**config.mk**
```make
export PLATFORM = sky130hd
export DESIGN_NAME = pt_walker
export DESIGN_NICKNAME = d
export VERILOG_FILES = /design/src/rtl/ptw_pkg.sv /design/src/rtl/ptw_va_split.sv /design/src/rtl/ptw_pte_addr.sv /design/src/rtl/pt_walker.sv
export SDC_FILE = /design/constraint.sdc
export NUM_CORES = 1
export LEC_CHECK = 0
export CAP_MARGIN = 10
export CELL_PAD_IN_SITES_DETAIL_PLACEMENT = 1
export CELL_PAD_IN_SITES_GLOBAL_PLACEMENT = 2
export CORE_AREA = 4 4 130 181
export CTS_CLUSTER_SIZE = 30
export DETAILED_ROUTE_END_ITERATION = 8
export DIE_AREA = 0 0 134 185
export MAX_ROUTING_LAYER = met4
export PLACE_DENSITY_LB_ADDON = 0.2
export SLEW_MARGIN = 20
export SYNTH_ARGS = -nofsm -noshare
export SYNTH_HDL_FRONTEND = slang
export SYNTH_SLANG_ARGS = --single-unit
export TNS_END_PERCENT = 10
```
**constraint.sdc**
```tcl
create_clock -name clk -period 2.6 [get_ports clk]
set_input_delay 0.78 -clock clk [delete_from_list [all_inputs] [get_ports clk]]
set_output_delay 0.78 -clock clk [all_outputs]
set_load 0.02 [all_outputs]
```
**src/rtl/ptw_pkg.sv**
```systemverilog
package ptw_pkg;
    localparam int VA_BITS   = 64;
    localparam int OFF_BITS  = 13;
    localparam int IDX_BITS  = 10;
    localparam int NUM_LVL   = 3;
    localparam int PPN_BITS  = 32;
    localparam int PTE_BITS  = 64;

    typedef enum logic [1:0] {
        ST_IDLE,
        ST_ISSUE,
        ST_WAIT,
        ST_DONE
    } walk_state_e;
endpackage

```
**src/rtl/ptw_va_split.sv**
```systemverilog
module ptw_va_split #(
    parameter int VA_W   = 64,
    parameter int OFF_W  = 13,
    parameter int IDX_W  = 10,
    parameter int LEVELS = 3
) (
    input  logic [VA_W-1:0]              va,
    output logic [LEVELS-1:0][IDX_W-1:0] idx,
    output logic [OFF_W-1:0]             offset,
    output logic                         upper_bad
);
    localparam int USED_W = OFF_W + LEVELS * IDX_W;

    assign offset    = va[OFF_W-1:0];
    assign upper_bad = |va[VA_W-1:USED_W];

    // idx[0] is the level-1 index, taken from the most significant used field
    for (genvar g = 0; g < LEVELS; g++) begin : g_idx
        assign idx[g] = va[OFF_W + (LEVELS-1-g)*IDX_W +: IDX_W];
    end
endmodule

```
**src/rtl/ptw_pte_addr.sv**
```systemverilog
module ptw_pte_addr #(
    parameter int PPN_W   = 32,
    parameter int OFF_W   = 13,
    parameter int IDX_W   = 10,
    parameter int ENTRY_B = 8
) (
    input  logic [PPN_W-1:0]       table_ppn,
    input  logic [IDX_W-1:0]       index,
    output logic [PPN_W+OFF_W-1:0] addr
);
    localparam int PA_W    = PPN_W + OFF_W;
    localparam int SCALE_SH = $clog2(ENTRY_B);

    logic [PA_W-1:0] table_base;
    logic [PA_W-1:0] scaled_idx;

    assign table_base = {table_ppn, {OFF_W{1'b0}}};
    assign scaled_idx = PA_W'({index, {SCALE_SH{1'b0}}});
    assign addr       = table_base + scaled_idx;
endmodule

```
**src/rtl/pt_walker.sv**
```systemverilog
module pt_walker
    import ptw_pkg::*;
#(
    parameter int VA_W   = VA_BITS,
    parameter int OFF_W  = OFF_BITS,
    parameter int IDX_W  = IDX_BITS,
    parameter int LEVELS = NUM_LVL,
    parameter int PPN_W  = PPN_BITS,
    parameter int PTE_W  = PTE_BITS,
    parameter int PA_W   = PPN_W + OFF_W,
    parameter int LVL_W  = $clog2(LEVELS + 1)
) (
    input  logic              clk,
    input  logic              rst_n,
    input  logic              req_valid,
    output logic              req_ready,
    input  logic [VA_W-1:0]   req_va,
    input  logic [PPN_W-1:0]  base_ppn,
    output logic              mem_req_valid,
    input  logic              mem_req_ready,
    output logic [PA_W-1:0]   mem_req_addr,
    input  logic              mem_rsp_valid,
    input  logic [PTE_W-1:0]  mem_rsp_data,
    output logic              done,
    output logic              done_fault,
    output logic [LVL_W-1:0]  done_level,
    output logic [PA_W-1:0]   done_pa
);
    localparam int ENTRY_BYTES = PTE_W / 8;
    localparam logic [LVL_W-1:0] LAST_LVL = LVL_W'(LEVELS);
    localparam logic [LVL_W-1:0] ONE_LVL  = LVL_W'(1);

    walk_state_e state_q, state_d;
    logic [VA_W-1:0]  va_q;
    logic [PPN_W-1:0] ppn_q;
    logic [LVL_W-1:0] lvl_q;
    logic             fault_q;
    logic [LVL_W-1:0] flvl_q;

    logic [LEVELS-1:0][IDX_W-1:0] q_idx;
    logic [OFF_W-1:0]             q_off;
    logic                         q_upper_bad;
    logic [LEVELS-1:0][IDX_W-1:0] in_idx;
    logic [OFF_W-1:0]             in_off;
    logic                         in_upper_bad;
    logic [LVL_W-1:0]             lvl_sel;
    logic [PA_W-1:0]              pte_addr;
    logic                         accept;
    logic                         rsp_ok;

    ptw_va_split #(.VA_W(VA_W), .OFF_W(OFF_W), .IDX_W(IDX_W), .LEVELS(LEVELS)) u_split_q (
        .va(va_q), .idx(q_idx), .offset(q_off), .upper_bad(q_upper_bad)
    );

    ptw_va_split #(.VA_W(VA_W), .OFF_W(OFF_W), .IDX_W(IDX_W), .LEVELS(LEVELS)) u_split_in (
        .va(req_va), .idx(in_idx), .offset(in_off), .upper_bad(in_upper_bad)
    );

    assign lvl_sel = lvl_q - ONE_LVL;

    ptw_pte_addr #(.PPN_W(PPN_W), .OFF_W(OFF_W), .IDX_W(IDX_W), .ENTRY_B(ENTRY_BYTES)) u_addr (
        .table_ppn(ppn_q), .index(q_idx[lvl_sel]), .addr(pte_addr)
    );

    assign accept = req_valid && (state_q == ST_IDLE);
    assign rsp_ok = mem_rsp_data[0];

    // next-state logic
    always_comb begin
        state_d = state_q;
        unique case (state_q)
            ST_IDLE:  if (accept) state_d = in_upper_bad ? ST_DONE : ST_ISSUE;
            ST_ISSUE: if (mem_req_ready) state_d = ST_WAIT;
            ST_WAIT:  if (mem_rsp_valid) begin
                          if (!rsp_ok || lvl_q == LAST_LVL) state_d = ST_DONE;
                          else                              state_d = ST_ISSUE;
                      end
            ST_DONE:  state_d = ST_IDLE;
            default:  state_d = ST_IDLE;
        endcase
    end

    // state register and walk context
    always_ff @(posedge clk) begin
        if (!rst_n) begin
            state_q <= ST_IDLE;
            va_q    <= '0;
            ppn_q   <= '0;
            lvl_q   <= '0;
            fault_q <= 1'b0;
            flvl_q  <= '0;
        end else begin
            state_q <= state_d;
            unique case (state_q)
                ST_IDLE: if (accept) begin
                    va_q    <= req_va;
                    ppn_q   <= base_ppn;
                    lvl_q   <= ONE_LVL;
                    fault_q <= in_upper_bad;
                    flvl_q  <= '0;
                end
                ST_WAIT: if (mem_rsp_valid) begin
                    if (!rsp_ok) begin
                        fault_q <= 1'b1;
                        flvl_q  <= lvl_q;
                    end else begin
                        ppn_q <= mem_rsp_data[PTE_W-1 -: PPN_W];
                        if (lvl_q != LAST_LVL) lvl_q <= lvl_q + ONE_LVL;
                    end
                end
                default: ;
            endcase
        end
    end

    // outputs
    always_comb begin
        req_ready     = (state_q == ST_IDLE);
        mem_req_valid = (state_q == ST_ISSUE);
        mem_req_addr  = pte_addr;
        done          = (state_q == ST_DONE);
        done_fault    = fault_q;
        done_level    = fault_q ? flvl_q : '0;
        done_pa       = fault_q ? '0 : {ppn_q, q_off};
    end

    // ------------------------------------------------------------------
    // assertions
    logic rd_open_q;
    always_ff @(posedge clk) begin
        if (!rst_n)                              rd_open_q <= 1'b0;
        else if (mem_req_valid && mem_req_ready) rd_open_q <= 1'b1;
        else if (mem_rsp_valid)                  rd_open_q <= 1'b0;
    end

    assert_one_outstanding_R9: assert property (@(posedge clk) disable iff (!rst_n)
        mem_req_valid |-> !rd_open_q);

    assert_req_hold_R9: assert property (@(posedge clk) disable iff (!rst_n)
        (mem_req_valid && !mem_req_ready) |=> (mem_req_valid && $stable(mem_req_addr)));

    assert_done_pulse_R8: assert property (@(posedge clk) disable iff (!rst_n)
        done |=> (!done && req_ready));

    assert_busy_after_accept_R7: assert property (@(posedge clk) disable iff (!rst_n)
        (req_valid && req_ready) |=> !req_ready);

    assert_upper_fault_R2: assert property (@(posedge clk) disable iff (!rst_n)
        (req_valid && req_ready && in_upper_bad) |=>
            (done && done_fault && done_level == '0 && !mem_req_valid));

    assert_split_offset_R1: assert property (@(posedge clk) disable iff (!rst_n)
        (done && !done_fault) |-> (done_pa[OFF_W-1:0] == q_off && !q_upper_bad));
endmodule

```
==> run_results.csv <==
group,metric,value,unit
floorplanning,die_h,185,um
detailed_routing,remaining_drc_errors,0,
clock_network,tritoncts,"done",
floorplanning,floorplan.die_area,0.0248,mm^2
sta,skew,9.51,ps
worst_hold_path,worst_hold_path.num_cells,2,
synth,synth_top_cells_by_count,"sky130_fd_sc_hd__nand2_1 (87), sky130_fd_sc_hd__dfxtp_1 (82), sky130_fd_sc_hd__a21oi_1 (48), sky130_fd_sc_hd__nor2b_1 (48), sky130_fd_sc_hd__mux2i_1 (34)",
detailed_routing,wl_met3,954,um
finish,layout-drive-gt1-share,14.3,%
synth,synth_sequential_area_ratio,40.0,%
grt,first_global_vias,4560,
sta,fmaxAchievable,390,MHz
sta,min_period_over_period,98.7,%
clock_network,clkTransAtPathRegs,70,ps
grt,grt_max_degree,45,
placement,preCtsSetupSlack,-91.2,ps
synth,synthesis.instances,466,
sta,timing.final.hold_violations,0,
detailed_routing,drt_iter0_drc,105,
floorplanning,die_w,134,um
synth,post_synthesis_area_per_instance,8.80,um^2
detailed_routing,detail_route.wl_per_cell,16.9,um
critical_path,critPathLaunchType,"flip-flop",
synth,synth_flop_cell,"sky130_fd_sc_hd__dfxtp_1",
synth,post-synth-top-area-cell,"sky130_fd_sc_hd__dfxtp_1",
sta,layout_setup_ws,32.9,ps
placement,post-dp-hpwl,12900,um
synth,synth_top_area_share,40.0,%
finish,design.final.nets,846,
finish,combined_area_of_the_multi_input_logic_cells,0.00226,mm^2
synth,yosys-top-cells-area,"sky130_fd_sc_hd__dfxtp_1 (40%), sky130_fd_sc_hd__a211oi_2 (9.2%), sky130_fd_sc_hd__mux2i_1 (8.3%)",
placement,placement.cell_area,0.00674,mm^2
detailed_routing,wl_met1,6590,um
outcome,outcome,"finished clean",
sta,unrepaired_setup_endpoints_after_global_routing,"true",
clock_network,numClockSinks,82,
critical_path,r2r_end,"state_q[1]",
clock_network,h-tree-depth,3,
synth,yosys.cell_count.top_type,"sky130_fd_sc_hd__nand2_1",
clock_network,clock_tree.buffer_depth,2,
synth,async_flop_share,0,%
critical_path,worstSetupEndpointType,"primary output",
critical_path,reg2reg_slack,960,ps
floorplanning,starting_density_of_the_core,18.8,%
floorplanning,fp.coreArea,0.0219,mm^2
detailed_routing,top_layer_used,"met4",
critical_path,reg2reg_depth,5,
power,peakVddDrop,0.253,mV
synth,synth_edf_count,0,
power,power_leakage,2.56,nW
finish,area.growth.synth_to_final,73.0,%
synth,number_of_distinct_standard_cells_referenced_by_the_synthesized_netlist,36,
synth,syn_area,0.00410,mm^2
clock_network,numCtsBuffers,9,
grt,globalRoute.totalOverflow,0,
grt,initial_antenna_violation_count,2,
sta,finalSetupViolCount,0,
floorplanning,row_count,64,
sta,maxSlewViolCount,0,
worst_hold_path,hold_path_end,"va_q[9]",
detailed_routing,drt.antenna.violating_nets,0,
critical_path,critical_path_arrival,1790,ps
run,maxCapViolCount,0,
clock_network,cts_hold_buffers,0,
detailed_routing,route.vias.total,4191,
finish,fillCellCount,2520,
detailed_routing,drtPass1Iterations,4,
worst_hold_path,min_delay_src,"va_q[9]",
detailed_routing,dr_wl_met2,8700,um
critical_path,cp_max_fo,8,
grt,global_routing_usage_summed_across_all_routing_layers,13.6,%
critical_path,cp_data_required_time,1820,ps
placement,place_congestion,0.752,
worst_hold_path,min-delay-path-class,"reg2reg",
finish,seqCellArea,0.00165,mm^2
grt,grt_first_pass_wirelength,25800,um
clock_network,insertion_delay,340,ps
critical_path,worst_r2r_startpoint,"state_q[1]",
finish,fin_area,0.00709,mm^2
synth,synth-warning-count,0,
synth,ys_seq_elements,82,
detailed_routing,wirelength,16700,um
power,p_per_area,613,mW/mm^2
detailed_routing,avgViaCountPerCell,4.26,
placement,buffer_ports.inserted,226,
floorplanning,pin_count,261,
critical_path,critPathKind,"reg2out",
sta,final_period_minus_worst_setup_slack,2570,ps
clock_network,cts-root-buf,"sky130_fd_sc_hd__clkbuf_16",
## worst max-delay path, cell delays in order (launching register included)
cell	delay, ps
sky130_fd_sc_hd__dfxtp_2	340
sky130_fd_sc_hd__ha_4	280
sky130_fd_sc_hd__buf_8	130
sky130_fd_sc_hd__mux2_2	330
sky130_fd_sc_hd__a22o_1	190
sky130_fd_sc_hd__buf_2	160
## logic make-up after synthesis
family	synth area share, %
and+or+nand+nor	23.9
AOI/OAI and AO/OA	18.8
DFF	40.0
buffers and inverters	5.89
muxes	11.0
adders and majority gates	0.305
other	0.0914
## sequential cells by signal (all words and copies together) (netlist names)
register,count
done_fault,1
flvl_q,2
va_q,43
lvl_q,2
state_q,2
ppn_q,32
## final cells by class
| cell class | instances | share of cell area [%] |
|---|---|---|
| timing repair buffer | 247 | 34.9 |
| sequential | 82 | 23.2 |
| clock inverter | 5 | 1.20 |
| multi-input combinational | 339 | 31.8 |
| antenna | 2 | 0.0705 |
| inverter | 1 | 0.0705 |
| clock buffer | 11 | 3.56 |
| tap | 297 | 5.24 |
## routing by layer
| metal | track usage, % | vias to the layer above |
|---|---|---|
| li1 | - | 2042 |
| met1 | 14.6 | 1985 |
| met2 | 24.2 | 141 |
| met3 | 3.13 | 23 |
| met4 | 5.72 | 0 |
| met5 | - | - |
## cells in the final DEF, fill, tap and decap left out, types with 3 or more instances in the layout
cell,n
sky130_fd_sc_hd__clkdlybuf4s50_1,215
sky130_fd_sc_hd__nand2_1,87
sky130_fd_sc_hd__dfxtp_1,79
sky130_fd_sc_hd__a21oi_1,48
sky130_fd_sc_hd__nor2b_1,47
sky130_fd_sc_hd__mux2i_1,34
sky130_fd_sc_hd__nor3_1,33
sky130_fd_sc_hd__a211oi_2,30
sky130_fd_sc_hd__buf_4,15
sky130_fd_sc_hd__a22o_1,10
sky130_fd_sc_hd__mux2_2,9
sky130_fd_sc_hd__clkbuf_16,9
sky130_fd_sc_hd__buf_2,5
sky130_fd_sc_hd__buf_6,5
sky130_fd_sc_hd__buf_12,5
sky130_fd_sc_hd__nand2b_1,4
sky130_fd_sc_hd__nor4_1,4
sky130_fd_sc_hd__and2_1,3
sky130_fd_sc_hd__nand3b_1,3
sky130_fd_sc_hd__nand3_1,3
sky130_fd_sc_hd__a211oi_1,3
sky130_fd_sc_hd__conb_1,3
sky130_fd_sc_hd__dfxtp_2,3
## worst max-delay path by stage
| stage | start | end |
|---|---|---|
| 3_3_place_gp | lvl_q[0] | mem_req_addr[3] |
| 5_1_grt | lvl_q[0] | mem_req_addr[4] |
| 3_5_place_dp | lvl_q[1] | mem_req_addr[5] |
| 2_1_floorplan | lvl_q[0] | mem_req_addr[10] |
| 6_report | lvl_q[1] | mem_req_addr[10] |
| 4_1_cts | lvl_q[1] | mem_req_addr[5] |
## per-stage QoR
step           total power, W  utilization [%]  hold WS (ps)  TNS [ps]  std cells
6_report              0.00435             32.5           448         0        984
5_1_grt               0.00459             32.5           469      -117        984
3_5_place_dp          0.00295             30.8           442      -727        966
2_1_floorplan         0.00223                -           432         0        468
4_1_cts               0.00444             32.3           451         0        982
3_3_place_gp          0.00292             30.8           438      -579        966
## power breakdown
| part | switching [W] | leakage (nW) | internal [W] |
|---|---|---|---|
| sequential | 0.0000848 | 0.676 | 0.00138 |
| clock | 0.000552 | 0.162 | 0.000900 |
| combinational | 0.000698 | 1.72 | 0.000731 |
## timing repair
item,in CTS,in global routing
setup endpoints to repair,10,9
setup buffers,0,0
pin swaps,0,2
gates resized for setup,45,12
(Power assumes the default switching activity.)
